### config.mk
export PLATFORM = sky130hd
export DESIGN_NAME = asid_tlb
export DESIGN_NICKNAME = d
export VERILOG_FILES = /design/src/rtl/tlb_pkg.sv /design/src/rtl/tlb_op_arb.sv /design/src/rtl/tlb_rr_ptr.sv /design/src/rtl/tlb_slot.sv /design/src/rtl/tlb_first_hit.sv /design/src/rtl/asid_tlb.sv
export SDC_FILE = /design/constraint.sdc
export NUM_CORES = 1
export LEC_CHECK = 0
export CORE_UTILIZATION = 50
export DETAILED_ROUTE_END_ITERATION = 16
export PLACE_DENSITY = 0.73
export SYNTH_ARGS = -nofsm -noshare
export SYNTH_HDL_FRONTEND = slang
export SYNTH_SLANG_ARGS = --single-unit
### constraint.sdc
create_clock -name clk_i -period 3.05 [get_ports clk_i]
set_clock_uncertainty 0.1 [all_clocks]
set_input_delay 0.61 -clock clk_i [delete_from_list [all_inputs] [get_ports clk_i]]
set_output_delay 0.61 -clock clk_i [all_outputs]
set_load 0.02 [all_outputs]
### src/rtl/tlb_pkg.sv
package tlb_pkg;
  localparam int unsigned NUM_MODES = 4;
  typedef logic [NUM_MODES-1:0] perm_t;
  typedef enum logic [2:0] {
    OP_IDLE, OP_INSERT, OP_FLUSH_VA, OP_FLUSH_LOCAL, OP_FLUSH_ALL
  } tlb_op_e;
endpackage

### src/rtl/tlb_op_arb.sv
module tlb_op_arb import tlb_pkg::*; (
  input  logic    ins_valid_i,
  input  logic    flush_all_i,
  input  logic    flush_local_i,
  input  logic    flush_va_i,
  input  logic    peek_adv_i,
  output tlb_op_e op_o,
  output logic    step_o
);
  always_comb begin
    if (flush_all_i)        op_o = OP_FLUSH_ALL;
    else if (flush_local_i) op_o = OP_FLUSH_LOCAL;
    else if (flush_va_i)    op_o = OP_FLUSH_VA;
    else if (ins_valid_i)   op_o = OP_INSERT;
    else                    op_o = OP_IDLE;
  end
  // one step at most, even with insert and peek advance together
  assign step_o = (op_o == OP_INSERT) || (peek_adv_i && op_o != OP_FLUSH_ALL);
endmodule

### src/rtl/tlb_rr_ptr.sv
module tlb_rr_ptr #(
  parameter int unsigned ENTRIES = 8,
  parameter int unsigned IDX_W   = 3
) (
  input  logic             clk_i,
  input  logic             rst_ni,
  input  logic             clear_i,
  input  logic             step_i,
  output logic [IDX_W-1:0] ptr_o
);
  localparam logic [IDX_W-1:0] LAST = IDX_W'(ENTRIES - 1);
  always_ff @(posedge clk_i or negedge rst_ni) begin
    if (!rst_ni)      ptr_o <= '0;
    else if (clear_i) ptr_o <= '0;
    else if (step_i)  ptr_o <= (ptr_o == LAST) ? '0 : ptr_o + 1'b1;
  end
endmodule

### src/rtl/tlb_slot.sv
module tlb_slot import tlb_pkg::*; #(
  parameter int unsigned VPN_W = 12,
  parameter int unsigned PPN_W = 12,
  parameter int unsigned ASN_W = 4
) (
  input  logic             clk_i,
  input  logic             rst_ni,
  input  tlb_op_e          op_i,
  input  logic             sel_i,
  input  logic [VPN_W-1:0] w_vpn_i,
  input  logic [PPN_W-1:0] w_ppn_i,
  input  logic [ASN_W-1:0] w_asn_i,
  input  logic             w_glob_i,
  input  perm_t            w_rd_i,
  input  perm_t            w_wr_i,
  input  logic             w_frd_i,
  input  logic             w_fwr_i,
  input  logic [VPN_W-1:0] lk_vpn_i,
  input  logic [ASN_W-1:0] lk_asn_i,
  input  logic [VPN_W-1:0] fl_vpn_i,
  input  logic [ASN_W-1:0] fl_asn_i,
  output logic             lk_match_o,
  output logic             valid_o,
  output logic [VPN_W-1:0] vpn_o,
  output logic [PPN_W-1:0] ppn_o,
  output logic [ASN_W-1:0] asn_o,
  output logic             glob_o,
  output perm_t            rd_o,
  output perm_t            wr_o,
  output logic             frd_o,
  output logic             fwr_o
);
  logic fl_match;
  assign lk_match_o = valid_o && (vpn_o == lk_vpn_i) && (glob_o || asn_o == lk_asn_i);
  assign fl_match   = valid_o && (vpn_o == fl_vpn_i) && (glob_o || asn_o == fl_asn_i);

  always_ff @(posedge clk_i or negedge rst_ni) begin
    if (!rst_ni) begin
      valid_o <= 1'b0; vpn_o <= '0; ppn_o <= '0; asn_o <= '0;
      glob_o <= 1'b0; rd_o <= '0; wr_o <= '0; frd_o <= 1'b0; fwr_o <= 1'b0;
    end else begin
      unique case (op_i)
        OP_FLUSH_ALL: begin
          valid_o <= 1'b0; vpn_o <= '0; ppn_o <= '0; asn_o <= '0;
          glob_o <= 1'b0; rd_o <= '0; wr_o <= '0; frd_o <= 1'b0; fwr_o <= 1'b0;
        end
        OP_FLUSH_LOCAL: if (!glob_o) valid_o <= 1'b0;
        OP_FLUSH_VA:    if (fl_match) valid_o <= 1'b0;
        OP_INSERT: if (sel_i) begin
          valid_o <= 1'b1; vpn_o <= w_vpn_i; ppn_o <= w_ppn_i; asn_o <= w_asn_i;
          glob_o <= w_glob_i; rd_o <= w_rd_i; wr_o <= w_wr_i;
          frd_o <= w_frd_i; fwr_o <= w_fwr_i;
        end
        default: ;
      endcase
    end
  end
endmodule

### src/rtl/tlb_first_hit.sv
module tlb_first_hit #(
  parameter int unsigned ENTRIES = 8,
  parameter int unsigned IDX_W   = 3
) (
  input  logic [ENTRIES-1:0] match_i,
  output logic               hit_o,
  output logic [IDX_W-1:0]   idx_o
);
  assign hit_o = |match_i;
  always_comb begin
    idx_o = '0;
    for (int i = ENTRIES - 1; i >= 0; i--)
      if (match_i[i]) idx_o = IDX_W'(i);
  end
endmodule

### src/rtl/asid_tlb.sv
module asid_tlb import tlb_pkg::*; #(
  parameter int unsigned ENTRIES   = 8,
  parameter int unsigned VA_W      = 20,
  parameter int unsigned PAGE_BITS = 8,
  parameter int unsigned PPN_W     = 12,
  parameter int unsigned ASN_W     = 4,
  localparam int unsigned VPN_W    = VA_W - PAGE_BITS,
  localparam int unsigned IDX_W    = (ENTRIES > 1) ? $clog2(ENTRIES) : 1
) (
  input  logic                 clk_i,
  input  logic                 rst_ni,
  input  logic [VPN_W-1:0]     lk_vpn_i,
  input  logic [ASN_W-1:0]     lk_asn_i,
  output logic                 lk_hit_o,
  output logic [IDX_W-1:0]     lk_idx_o,
  output logic [PPN_W-1:0]     lk_ppn_o,
  output logic [ASN_W-1:0]     lk_asn_o,
  output logic                 lk_glob_o,
  output logic [NUM_MODES-1:0] lk_rd_perm_o,
  output logic [NUM_MODES-1:0] lk_wr_perm_o,
  output logic                 lk_frd_o,
  output logic                 lk_fwr_o,
  input  logic                 ins_valid_i,
  input  logic [VA_W-1:0]      ins_va_i,
  input  logic [PPN_W-1:0]     ins_ppn_i,
  input  logic [ASN_W-1:0]     ins_asn_i,
  input  logic                 ins_glob_i,
  input  logic [NUM_MODES-1:0] ins_rd_perm_i,
  input  logic [NUM_MODES-1:0] ins_wr_perm_i,
  input  logic                 ins_frd_i,
  input  logic                 ins_fwr_i,
  input  logic                 flush_all_i,
  input  logic                 flush_local_i,
  input  logic                 flush_va_i,
  input  logic [VA_W-1:0]      flush_addr_i,
  input  logic [ASN_W-1:0]     flush_asn_i,
  input  logic                 peek_adv_i,
  output logic [IDX_W-1:0]     peek_ptr_o,
  output logic                 peek_valid_o,
  output logic [VPN_W-1:0]     peek_vpn_o,
  output logic [PPN_W-1:0]     peek_ppn_o,
  output logic [ASN_W-1:0]     peek_asn_o,
  output logic                 peek_glob_o
);
  tlb_op_e          op;
  logic             step;
  logic [IDX_W-1:0] ptr;

  logic [ENTRIES-1:0] e_match, e_valid, e_glob, e_frd, e_fwr;
  logic [VPN_W-1:0]   e_vpn [ENTRIES];
  logic [PPN_W-1:0]   e_ppn [ENTRIES];
  logic [ASN_W-1:0]   e_asn [ENTRIES];
  perm_t              e_rd  [ENTRIES];
  perm_t              e_wr  [ENTRIES];

  tlb_op_arb u_arb (
    .ins_valid_i(ins_valid_i), .flush_all_i(flush_all_i),
    .flush_local_i(flush_local_i), .flush_va_i(flush_va_i),
    .peek_adv_i(peek_adv_i), .op_o(op), .step_o(step)
  );

  tlb_rr_ptr #(.ENTRIES(ENTRIES), .IDX_W(IDX_W)) u_ptr (
    .clk_i(clk_i), .rst_ni(rst_ni), .clear_i(op == OP_FLUSH_ALL),
    .step_i(step), .ptr_o(ptr)
  );

  for (genvar g = 0; g < ENTRIES; g++) begin : g_slot
    tlb_slot #(.VPN_W(VPN_W), .PPN_W(PPN_W), .ASN_W(ASN_W)) u_slot (
      .clk_i(clk_i), .rst_ni(rst_ni), .op_i(op),
      .sel_i(ptr == IDX_W'(g)),
      .w_vpn_i(ins_va_i[VA_W-1:PAGE_BITS]), .w_ppn_i(ins_ppn_i),
      .w_asn_i(ins_asn_i), .w_glob_i(ins_glob_i),
      .w_rd_i(ins_rd_perm_i), .w_wr_i(ins_wr_perm_i),
      .w_frd_i(ins_frd_i), .w_fwr_i(ins_fwr_i),
      .lk_vpn_i(lk_vpn_i), .lk_asn_i(lk_asn_i),
      .fl_vpn_i(flush_addr_i[VA_W-1:PAGE_BITS]), .fl_asn_i(flush_asn_i),
      .lk_match_o(e_match[g]), .valid_o(e_valid[g]),
      .vpn_o(e_vpn[g]), .ppn_o(e_ppn[g]), .asn_o(e_asn[g]),
      .glob_o(e_glob[g]), .rd_o(e_rd[g]), .wr_o(e_wr[g]),
      .frd_o(e_frd[g]), .fwr_o(e_fwr[g])
    );
  end

  tlb_first_hit #(.ENTRIES(ENTRIES), .IDX_W(IDX_W)) u_sel (
    .match_i(e_match), .hit_o(lk_hit_o), .idx_o(lk_idx_o)
  );

  always_comb begin
    lk_ppn_o = '0; lk_asn_o = '0; lk_glob_o = 1'b0;
    lk_rd_perm_o = '0; lk_wr_perm_o = '0; lk_frd_o = 1'b0; lk_fwr_o = 1'b0;
    if (lk_hit_o) begin
      lk_ppn_o     = e_ppn[lk_idx_o];
      lk_asn_o     = e_asn[lk_idx_o];
      lk_glob_o    = e_glob[lk_idx_o];
      lk_rd_perm_o = e_rd[lk_idx_o];
      lk_wr_perm_o = e_wr[lk_idx_o];
      lk_frd_o     = e_frd[lk_idx_o];
      lk_fwr_o     = e_fwr[lk_idx_o];
    end
  end

  assign peek_ptr_o   = ptr;
  assign peek_valid_o = e_valid[ptr];
  assign peek_vpn_o   = e_vpn[ptr];
  assign peek_ppn_o   = e_ppn[ptr];
  assign peek_asn_o   = e_asn[ptr];
  assign peek_glob_o  = e_glob[ptr];
endmodule

[Word level (Yosys, flattened, before mapping)]
Index checks and enable logic that the tools add are counted.
Word-level totals
  input bits: 94
  flip-flop bits (word level): 323
  word-level logic and storage cells: 432
  output and inout port bits: 64
Cells by class
  bitwise operators: 2
  $add $sub $neg: 1
  muxes and demuxes: 213
  reduce and logical (&&, ||, !) cells: 71
  eq/ne operators: 68
  order comparisons: 4
Operators with widths (number)
  one-hot mux 12 bit (2 select lines): 16
  2-to-1 mux 12 bit: 23
  equality test 12 bit: 16
  one-hot mux 4 bit (2 select lines): 24
  2-to-1 mux 4 bit: 35
  binary-select mux 12 bit (select 3 bit): 3
  equality test 4 bit: 16
  2-to-1 mux 1 bit: 57
  binary-select mux 4 bit (select 3 bit): 4
  one-hot mux 1 bit (2 select lines): 24
  2-to-1 mux 3 bit: 14
  logical AND 1 bit: 33
  inequality test 2 x 1 -> 1 bit (second input constant): 16
  one-hot mux 1 bit (4 select lines): 8
  AND reduction 4 bit: 8
  logical OR 1 bit: 17
  inequality test 2 bit (second input constant): 8
  AND reduction 2 bit: 8
  binary-select mux 1 bit (select 3 bit): 5
  equality test 3 bit (second input constant): 5
  equality test 3 x 2 -> 1 bit (second input constant): 4
  >= comparator 4 bit (second input constant): 2
  < comparator 3 x 4 -> 1 bit (second input constant): 2
  NOT 3 -> 4 bit: 2
  7 further kinds: 9

[Longest topological paths before layout]
Gate-level depths: netlist of run 1.
  depth after elaboration: 16
  mapped depth: 12
  depth with buffers taken out: 9

[Cells and area by module]
Synthesis of run 1 repeated with hierarchy kept, for this count alone.
Second synthesis, totals
  cells, all modules: 2129
  area total of the unflattened synthesis: 20144.3 um2
Modules (own cells, without submodules)
  tlb_slot: seq. area each 1001.0 um2, area each 1998.2 um2, cells an instance 224, instances 8
  asid_tlb: seq. area each 0.0 um2, area each 3870.0 um2, cells an instance 304, instances 1
  tlb_rr_ptr: seq. area each 75.1 um2, area each 151.4 um2, cells an instance 12, instances 1
  tlb_first_hit: seq. area each 0.0 um2, area each 81.3 um2, cells an instance 13, instances 1
  tlb_op_arb: seq. area each 0.0 um2, area each 56.3 um2, cells an instance 8, instances 1

[Least setup slack after synthesis of run 1]
Ideal clock, no wire load.
  path type: input-to-output
  from: in lk_vpn_i[4]
  to: out lk_asn_o[0]
  arrival time: 2.725 ns
  required time: 2.340 ns
  setup slack: -0.385 ns
  stages on the path: 12
  path buffers: 3
  cell sequence: buf_2 xor2_1 nor4_1 nand4_1 nor3_2 o21bai_2 a21oi_2 o21ai_2 buf_6 buf_12 mux2i_1 o221ai_1
On the way
  longest elaborated chain between the ends: 16
  elaborated cells on any way between the ends: 38
  those cells by class: eq/ne: 8; mux: 12; bitwise: 1; reduce/logical: 17
RTL lines
  from (decl): line asid_tlb.sv:12  | input logic [VPN_W-1:0] lk_vpn_i,
  equality test 12 bit: line tlb_slot.sv:34  | assign lk_match_o = valid_o && (vpn_o == lk_vpn_i) && (glob_o || asn_o == lk_asn_i);
  logical AND 1 bit (2 in series): line tlb_slot.sv:34
  2-to-1 mux 3 bit (8 in series): line tlb_first_hit.sv:13  | if (match_i[i]) idx_o = IDX_W'(i);
  NOT 3 -> 4 bit (not written as such): line asid_tlb.sv:93  | lk_asn_o = e_asn[lk_idx_o];
  binary-select mux 4 bit (select 3 bit): line asid_tlb.sv:93
  2-to-1 mux 4 bit (not written as such) (2 in series): line asid_tlb.sv:93
  2-to-1 mux 4 bit (*): line asid_tlb.sv:91  | if (lk_hit_o) begin
  to (decl): line asid_tlb.sv:17  | output logic [ASN_W-1:0] lk_asn_o,
Mark *: on every way between the ends. The rest lies on a longest branch, timed or not. The select of a mux whose other input is x is not followed.

[Final worst setup path of run 1]
  from: reg g_slot[4].u_slot.vpn_o[11]
  to: out lk_fwr_o
On the way
  longest elaborated chain between the ends: 11
  elaborated cells on any way between the ends: 12
  those cells by class: eq/ne: 1; mux: 8; reduce/logical: 3
RTL lines
  from (decl): line tlb_slot.sv:24  | output logic [VPN_W-1:0] vpn_o,
  from (signal assigned): line tlb_slot.sv:39  | valid_o <= 1'b0; vpn_o <= '0; ppn_o <= '0; asn_o <= '0;
  from (signal assigned): line tlb_slot.sv:44  | valid_o <= 1'b0; vpn_o <= '0; ppn_o <= '0; asn_o <= '0;
  from (signal assigned): line tlb_slot.sv:50  | valid_o <= 1'b1; vpn_o <= w_vpn_i; ppn_o <= w_ppn_i; asn_o <= w_asn_i;
  equality test 12 bit (*): line tlb_slot.sv:34
  logical AND 1 bit (*) (2 in series): line tlb_slot.sv:34
  2-to-1 mux 3 bit (5 in series): line tlb_first_hit.sv:13
  binary-select mux 1 bit (select 3 bit): line asid_tlb.sv:98  | lk_fwr_o = e_fwr[lk_idx_o];
  2-to-1 mux 1 bit (not written as such): line asid_tlb.sv:98
  2-to-1 mux 1 bit (*): line asid_tlb.sv:91
  to (decl): line asid_tlb.sv:22  | output logic lk_fwr_o,
Marked as above.

==> impl_metrics.yaml, run 1 <==
status:
  outcome: "finished, violations left"
  violations: "design-rule violations, negative setup slack"
placed_design:
  gp_congestion: 1.01
  placed_area_sq_um: 22600
  dp_slack_ps: -2020
  io_buffers: 141
  dp_hpwl_um: 47500
finish:
  fillCellCount: 2641
  seqCellArea_sq_um: 8090
  multiInputGateArea_sq_um: 10400
  nNetsFinal: 2430
  stdcell_area_sq_um: 25100
  syn_to_final_growth_pct: 36.9
  n_antenna_cell: 0
  drive_above_1_share_pct: 28.7
  utilization_pct: 70.1
clock_network:
  insertion_delay_ps: 560
  htree_levels: 2
  clkTransAtPathRegs_ps: 50
  cts_root_buf: "clkbuf_16"
  cts_buffers: 39
  tritoncts_num_sinks: 323
  tritoncts: "built"
  clk_path_buf_depth: 3
critical_path:
  cp.arrival_ps: 3390
  crit_path_start_kind: "flop"
  worstSetupPathType: "flop to output port"
  cpMostUsedCell: "buf_12"
  worstPathBufferInverterCount: 5
  required_ps: 2340
  slowest_stage: "dfrtp_1"
  crit_fanout: 7
  critPathCaptureType: "output port"
  crit_family: "simple AND/OR/NAND/NOR gates"
  crit_chain: "xor2_1, nor4_2, nand3_1, nor3_4, o21bai_4, a21oi_4, o21ai_4, buf_12, buf_12, buf_8, buf_12, mux2i_2, o221ai_2, buf_4"
  slowest_delay_ps: 420
synth:
  synthCells: 1934
  synth-edff-count: 0
  synth_common_cells: "463 x nand2_1, 345 x o21ai_0, 323 x dfrtp_1, 137 x xnor2_1, 119 x xor2_1"
  ys_seq_area_share_pct: 44.1
  synth.top_cells.by_area: "dfrtp_1 44%, nand2_1 9.5%, o21ai_0 9.4%, mux4_2 7.4%, xnor2_1 6.5%"
  syn_area_sq_um: 18300
  ys.warnings.count: 0
  yosysTopAreaCellShare_pct: 44.1
  ys_async_sr_fraction_pct: 100
  synth_area_leader_cell: "dfrtp_1"
  avgSynthCellArea_sq_um: 9.48
  yosysMostFrequentCell: "nand2_1"
  synth-seq-cells: 323
  synth_nets: 2034
  dominantRegCellSynth: "dfrtp_1"
  ys_types: 53
sta:
  min_period_over_period_pct: 135
  setup_slack_ps: -1050
  worstMarginPinSlew_ps: 698
  slew_viol_final: 0
  finalSetupTns_ps: -28160
  timing.final.crit_period_ps: 4100
  setup_viol: 31
  rsz0062_at_grt: "true"
  hold_violations: 0
  slew_headroom_pct: 53.0
  fmax_mhz: 244
grt:
  grt_pass1_vias: 17000
  antenna_found_initial: 0
  grt_start_max_net_pins: 84
  grt_pass1_wl_um: 105000
  gr-total-overflow: 0
  grt.total_usage_pct: 37.2
drt:
  drtIter0Drc: 1984
  vias: 17200
  viasPerCell: 6.10
  drc: 5
  first_pass_iters: 14
  drt-total-wl_um: 70600
  wl_per_cell_um: 25.0
  antenna_left: 0
flow_run:
  maxCapViolations: 0
power:
  p_per_area_nw_per_um2: 419
  peakVddDrop_uv: 346
  report.power.total_mw: 10.5
  p_leak_nw: 11.2
floorplanning:
  die_w_um: 194
  die_h_um: 194
  coreArea_sq_um: 35800
  die_area_sq_um: 37500
  initial_utilization_pct: 51.2
  rows: 69
  pin_count: 158
hold_path:
  hold_path_class: "flop to flop"
cell usage in the layout (no fill, tap or decap), drive strengths merged, types with 4 or more instances in the layout:
| master | netlist | layout |
|---|---|---|
| nor4 | 29 | 29 |
| mux2i | 46 | 46 |
| dfrtp | 323 | 323 |
| a21o | 23 | 23 |
| xnor2 | 137 | 137 |
| clkdlybuf4s50 | 0 | 63 |
| a21oi | 29 | 29 |
| ha | 6 | 6 |
| nor3 | 18 | 18 |
| dlygate4sd2 | 0 | 16 |
| nand3 | 17 | 17 |
| mux4 | 60 | 60 |
| xor2 | 119 | 119 |
| nand4 | 17 | 17 |
| a31oi | 8 | 8 |
| mux2 | 6 | 6 |
| o21ai | 347 | 348 |
| o221ai | 31 | 31 |
| a41oi | 16 | 16 |
| buf | 48 | 399 |
| nand2 | 464 | 464 |
| clkinv | 0 | 11 |
| inv | 26 | 27 |
| o31ai | 4 | 4 |
| a221oi | 23 | 23 |
| clkbuf | 105 | 73 |
| clkdlybuf4s15 | 0 | 14 |
| nor2 | 11 | 11 |
per-layer routing:
metal | part of all wire (%) | global-route usage (%) | vias up
met1 | 39 | 50.0 | 8508
met3 | 9.3 | 7.22 | 220
met4 | 4.7 | 16.8 | 0
met2 | 47 | 58.3 | 976
met5 | 0 | 0 | -
li1 | - | - | 7518
state kept, by name, indices dropped and copies added (netlist names):
signal,count
g_slot.u_slot.rd_o,32
g_slot.u_slot.frd_o,8
u_ptr.ptr_o,3
g_slot.u_slot.asn_o,32
g_slot.u_slot.fwr_o,8
g_slot.u_slot.ppn_o,96
g_slot.u_slot.glob_o,8
g_slot.u_slot.valid_o,8
g_slot.u_slot.wr_o,32
g_slot.u_slot.vpn_o,96
report_power, final:
part           internal [mW]  switching (mW)
logic                  0.609           0.873
registers               4.38          0.0826
clock network           2.61            1.97
total                   7.60            2.93
final cells by class:
type                       instances  share of cell area [%]
clock inverter                    12                   0.428
multi-input combinational       1433                    41.5
sequential                       323                    32.2
tap                              461                    2.30
timing repair buffer             507                    18.6
clock buffer                      59                    4.54
inverter                          26                   0.438
worst reg2reg max path, cell delays in order, from the launching register on:
cell	delay, ps
dfrtp_2	450
buf_4	150
buf_4	140
xor2_1	190
nor4_1	440
nand4_1	310
nor3_1	220
a2bb2oi_1	260
a31oi_1	120
a21oi_1	120
path summary, 6_finish.rpt:
path,from,to,slack [ps],cells after the start
setup / recovery,g_slot[4].u_slot.vpn_o[11]$_DFFE_PN0P_,lk_fwr_o,-1050,14
hold / removal,g_slot[1].u_slot.wr_o[3]$_DFFE_PN0P_,g_slot[1].u_slot.wr_o[3]$_DFFE_PN0P_,380,2
setup reg to reg,g_slot[7].u_slot.vpn_o[7]$_DFFE_PN0P_,g_slot[7].u_slot.valid_o$_DFFE_PN0P_,490,9
hold reg to reg,g_slot[1].u_slot.wr_o[3]$_DFFE_PN0P_,g_slot[1].u_slot.wr_o[3]$_DFFE_PN0P_,380,2
max in group asynchronous,rst_ni,g_slot[2].u_slot.asn_o[1]$_DFFE_PN0P_,1530,3
min in group asynchronous,rst_ni,g_slot[7].u_slot.vpn_o[6]$_DFFE_PN0P_,480,2
cell families after synthesis:
logic type,Yosys count,share of synthesized area (%)
multiplexers,112,10.3
buffers and inverters,179,4.42
adder cells (fa/ha/maj),6,0.409
AND/OR/NAND/NOR,566,12.8
AO/OA/AOI/OAI,492,15.7
XOR/XNOR,256,12.2
flip-flops,323,44.1
what timing repair did:
item	in CTS	in global routing
pin swaps	28	23
hold buffers	1	0
cloned	4	2
gates resized for setup	294	134
hold endpoints to repair	41	0
setup buffers	27	35
setup endpoints to repair	61	51
per-stage QoR:
step | std cells | hold slack, ps
floorplan | 1934 | 214
global placement | 2688 | 357
detailed placement | 2688 | 369
CTS | 2788 | 382
global route | 2821 | 398
finish | 2821 | 379
(Power assumes the default switching activity.)
==> run 2: changes to the inputs <==
--- a/config.mk
+++ b/config.mk
@@ -7,6 +7,7 @@
 export LEC_CHECK = 0
 export CORE_UTILIZATION = 50
 export DETAILED_ROUTE_END_ITERATION = 16
+export MAX_ROUTING_LAYER = met4
 export PLACE_DENSITY = 0.73
 export SYNTH_ARGS = -nofsm -noshare
 export SYNTH_HDL_FRONTEND = slang
==> impl_metrics.yaml, run 2 (synthesized netlist as in run 1, its figures left out) <==
drt:
  wl_per_cell_um: 24.6
  drtIter0Drc: 1764
  drc: 5
  vias: 17100
  viasPerCell: 6.03
  first_pass_iters: 14
  antenna_left: 0
  drt-total-wl_um: 69700
sta:
  hold_violations: 0
  fmax_mhz: 243
  setup_slack_ps: -1060
  slew_viol_final: 0
  timing.final.crit_period_ps: 4110
  finalSetupTns_ps: -29390
  min_period_over_period_pct: 135
  holdWs_ps: 380
  rsz0062_at_grt: "true"
  setup_viol: 31
  slew_headroom_pct: 61.4
  worstMarginPinSlew_ps: 577
flow_run:
  maxCapViolations: 0
grt:
  grt_pass1_vias: 16800
  gr-total-overflow: 0
  antenna_found_initial: 0
  grt_start_max_net_pins: 73
  grt_pass1_wl_um: 105000
  grt.total_usage_pct: 38.3
floorplanning:
  die_area_sq_um: 37500
  die_h_um: 194
  pin_count: 158
  die_w_um: 194
  coreArea_sq_um: 35800
  initial_utilization_pct: 51.2
  rows: 69
status:
  violations: "design-rule violations, negative setup slack"
  outcome: "finished, violations left"
power:
  p_per_area_nw_per_um2: 432
  report.power.total_mw: 10.9
  p_leak_nw: 11.3
  peakVddDrop_uv: 486
finish:
  top_regs: "g_slot.u_slot.ppn_o: 96 flops, g_slot.u_slot.vpn_o: 96 flops"
  seqCellArea_sq_um: 8090
  n_antenna_cell: 0
  mostFrequentLayoutCells: "463 x nand2_1, 345 x o21ai_0, 331 x buf_4"
  stdcell_area_sq_um: 25300
  fillCellCount: 2630
  drive_above_1_share_pct: 28.7
  final_common_cell: "nand2_1"
  multiInputGateArea_sq_um: 10400
  nNetsFinal: 2441
  syn_to_final_growth_pct: 38.0
clock_network:
  cts_buffers: 38
  tritoncts_num_sinks: 323
  cts_root_buf: "clkbuf_16"
  clkTransAtPathRegs_ps: 60
  insertion_delay_ps: 550
  htree_levels: 2
  tritoncts: "built"
  clk_path_buf_depth: 3
hold_path:
  worstHoldPathCells: 2
  hold_path_class: "flop to flop"
critical_path:
  crit_fanout: 7
  slowest_delay_ps: 270
  cpMostUsedCell: "buf_4"
  worstSetupPathType: "primary input to output port"
  crit_path_start_kind: "primary input"
  reg2reg_depth: 8
  slowest_stage: "xnor2_2"
  critPathCaptureType: "output port"
  crit_chain: "clkdlybuf4s15_1, buf_6, buf_4, xnor2_2, a41oi_4, nor3_4, a211oi_4, o21bai_4, a21oi_4, o21ai_4, buf_12, buf_4, mux2i_2, o221ai_2, buf_4"
  cp.arrival_ps: 3400
  required_ps: 2340
placed_design:
  io_buffers: 141
  dp_hpwl_um: 47900
  gp_congestion: 1.06
  placed_area_sq_um: 22800
-- run 2: cell count changes in the layout (fill, tap and decap cells not counted), sizes merged --
cell,before,now
buf,399,409
bufinv,0,6
clkinv,11,5
clkbuf,73,70
clkinvlp,0,2
dlymetal6s2s,0,2
clkdlybuf4s15,14,13
clkdlybuf4s50,63,64
o21ai,348,347
-- run 2: timing repair --
item | CTS | global route
endpoints found under the hold margin | 56 | 0
gates cloned | 4 | 1
gates resized for setup | 287 | 102
setup buffers | 22 | 31
pin swaps | 29 | 34
setup endpoints to repair | 61 | 56
hold buffers | 1 | 0
-- run 2: final cells by class --
type	instances	area share [%]
multi-input cells	1432	41.0
clock inverters	14	0.919
well taps	461	2.28
flip-flops and latches	323	32.0
inverters	26	0.435
repair buffers	520	19.0
clock buffers	55	4.37
-- run 2: through the flow --
stage | utilization, % | std cells | setup slack [ps]
after global routing | 70.6 | 2831 | -1100
after detailed placement | 63.6 | 2707 | -2040
final | 70.6 | 2831 | -1060
after CTS | 69.1 | 2803 | -1090
after floorplan | - | 1934 | -226
after global placement | 63.6 | 2707 | -1990
-- run 2: report_power, final --
| group | leakage (nW) | internal, mW | switching, mW |
|---|---|---|---|
| Clock | 0.651 | 3.03 | 1.90 |
| Combinational | 6.19 | 0.640 | 0.889 |
| Sequential | 4.47 | 4.38 | 0.0796 |
| Total | 11.3 | 8.05 | 2.87 |
-- run 2: worst paths after layout --
| check | from | end | slack (ps) |
|---|---|---|---|
| max | lk_asn_i[3] | lk_ppn_o[10] | -1060 |
| min | g_slot[2].u_slot.rd_o[3]$_DFFE_PN0P_ | g_slot[2].u_slot.rd_o[3]$_DFFE_PN0P_ | 380 |
| max reg2reg | g_slot[3].u_slot.vpn_o[10]$_DFFE_PN0P_ | g_slot[3].u_slot.valid_o$_DFFE_PN0P_ | 630 |
| min reg2reg | g_slot[2].u_slot.rd_o[3]$_DFFE_PN0P_ | g_slot[2].u_slot.rd_o[3]$_DFFE_PN0P_ | 380 |
| max in group asynchronous | rst_ni | g_slot[0].u_slot.ppn_o[10]$_DFFE_PN0P_ | 1440 |
| min in group asynchronous | rst_ni | g_slot[1].u_slot.vpn_o[4]$_DFFE_PN0P_ | 530 |
-- run 2: critical path, delay by kind of cell --
family                 cells  cell delay [ps]
XOR/XNOR                   1              270
AND/OR/NAND/NOR            1              260
multiplexers               1              240
AO/OA/AOI/OAI              6              960
buffers and inverters      6             1020
-- run 2: routing by layer --
| metal | vias to the layer above | global-route usage [%] | part of all wire, % |
|---|---|---|---|
| met4 | 0 | 14.8 | 4.2 |
| li1 | 7544 | - | - |
| met1 | 8448 | 51.6 | 41 |
| met2 | 913 | 58.7 | 46 |
| met5 | - | - | 0 |
| met3 | 177 | 5.47 | 8.5 |
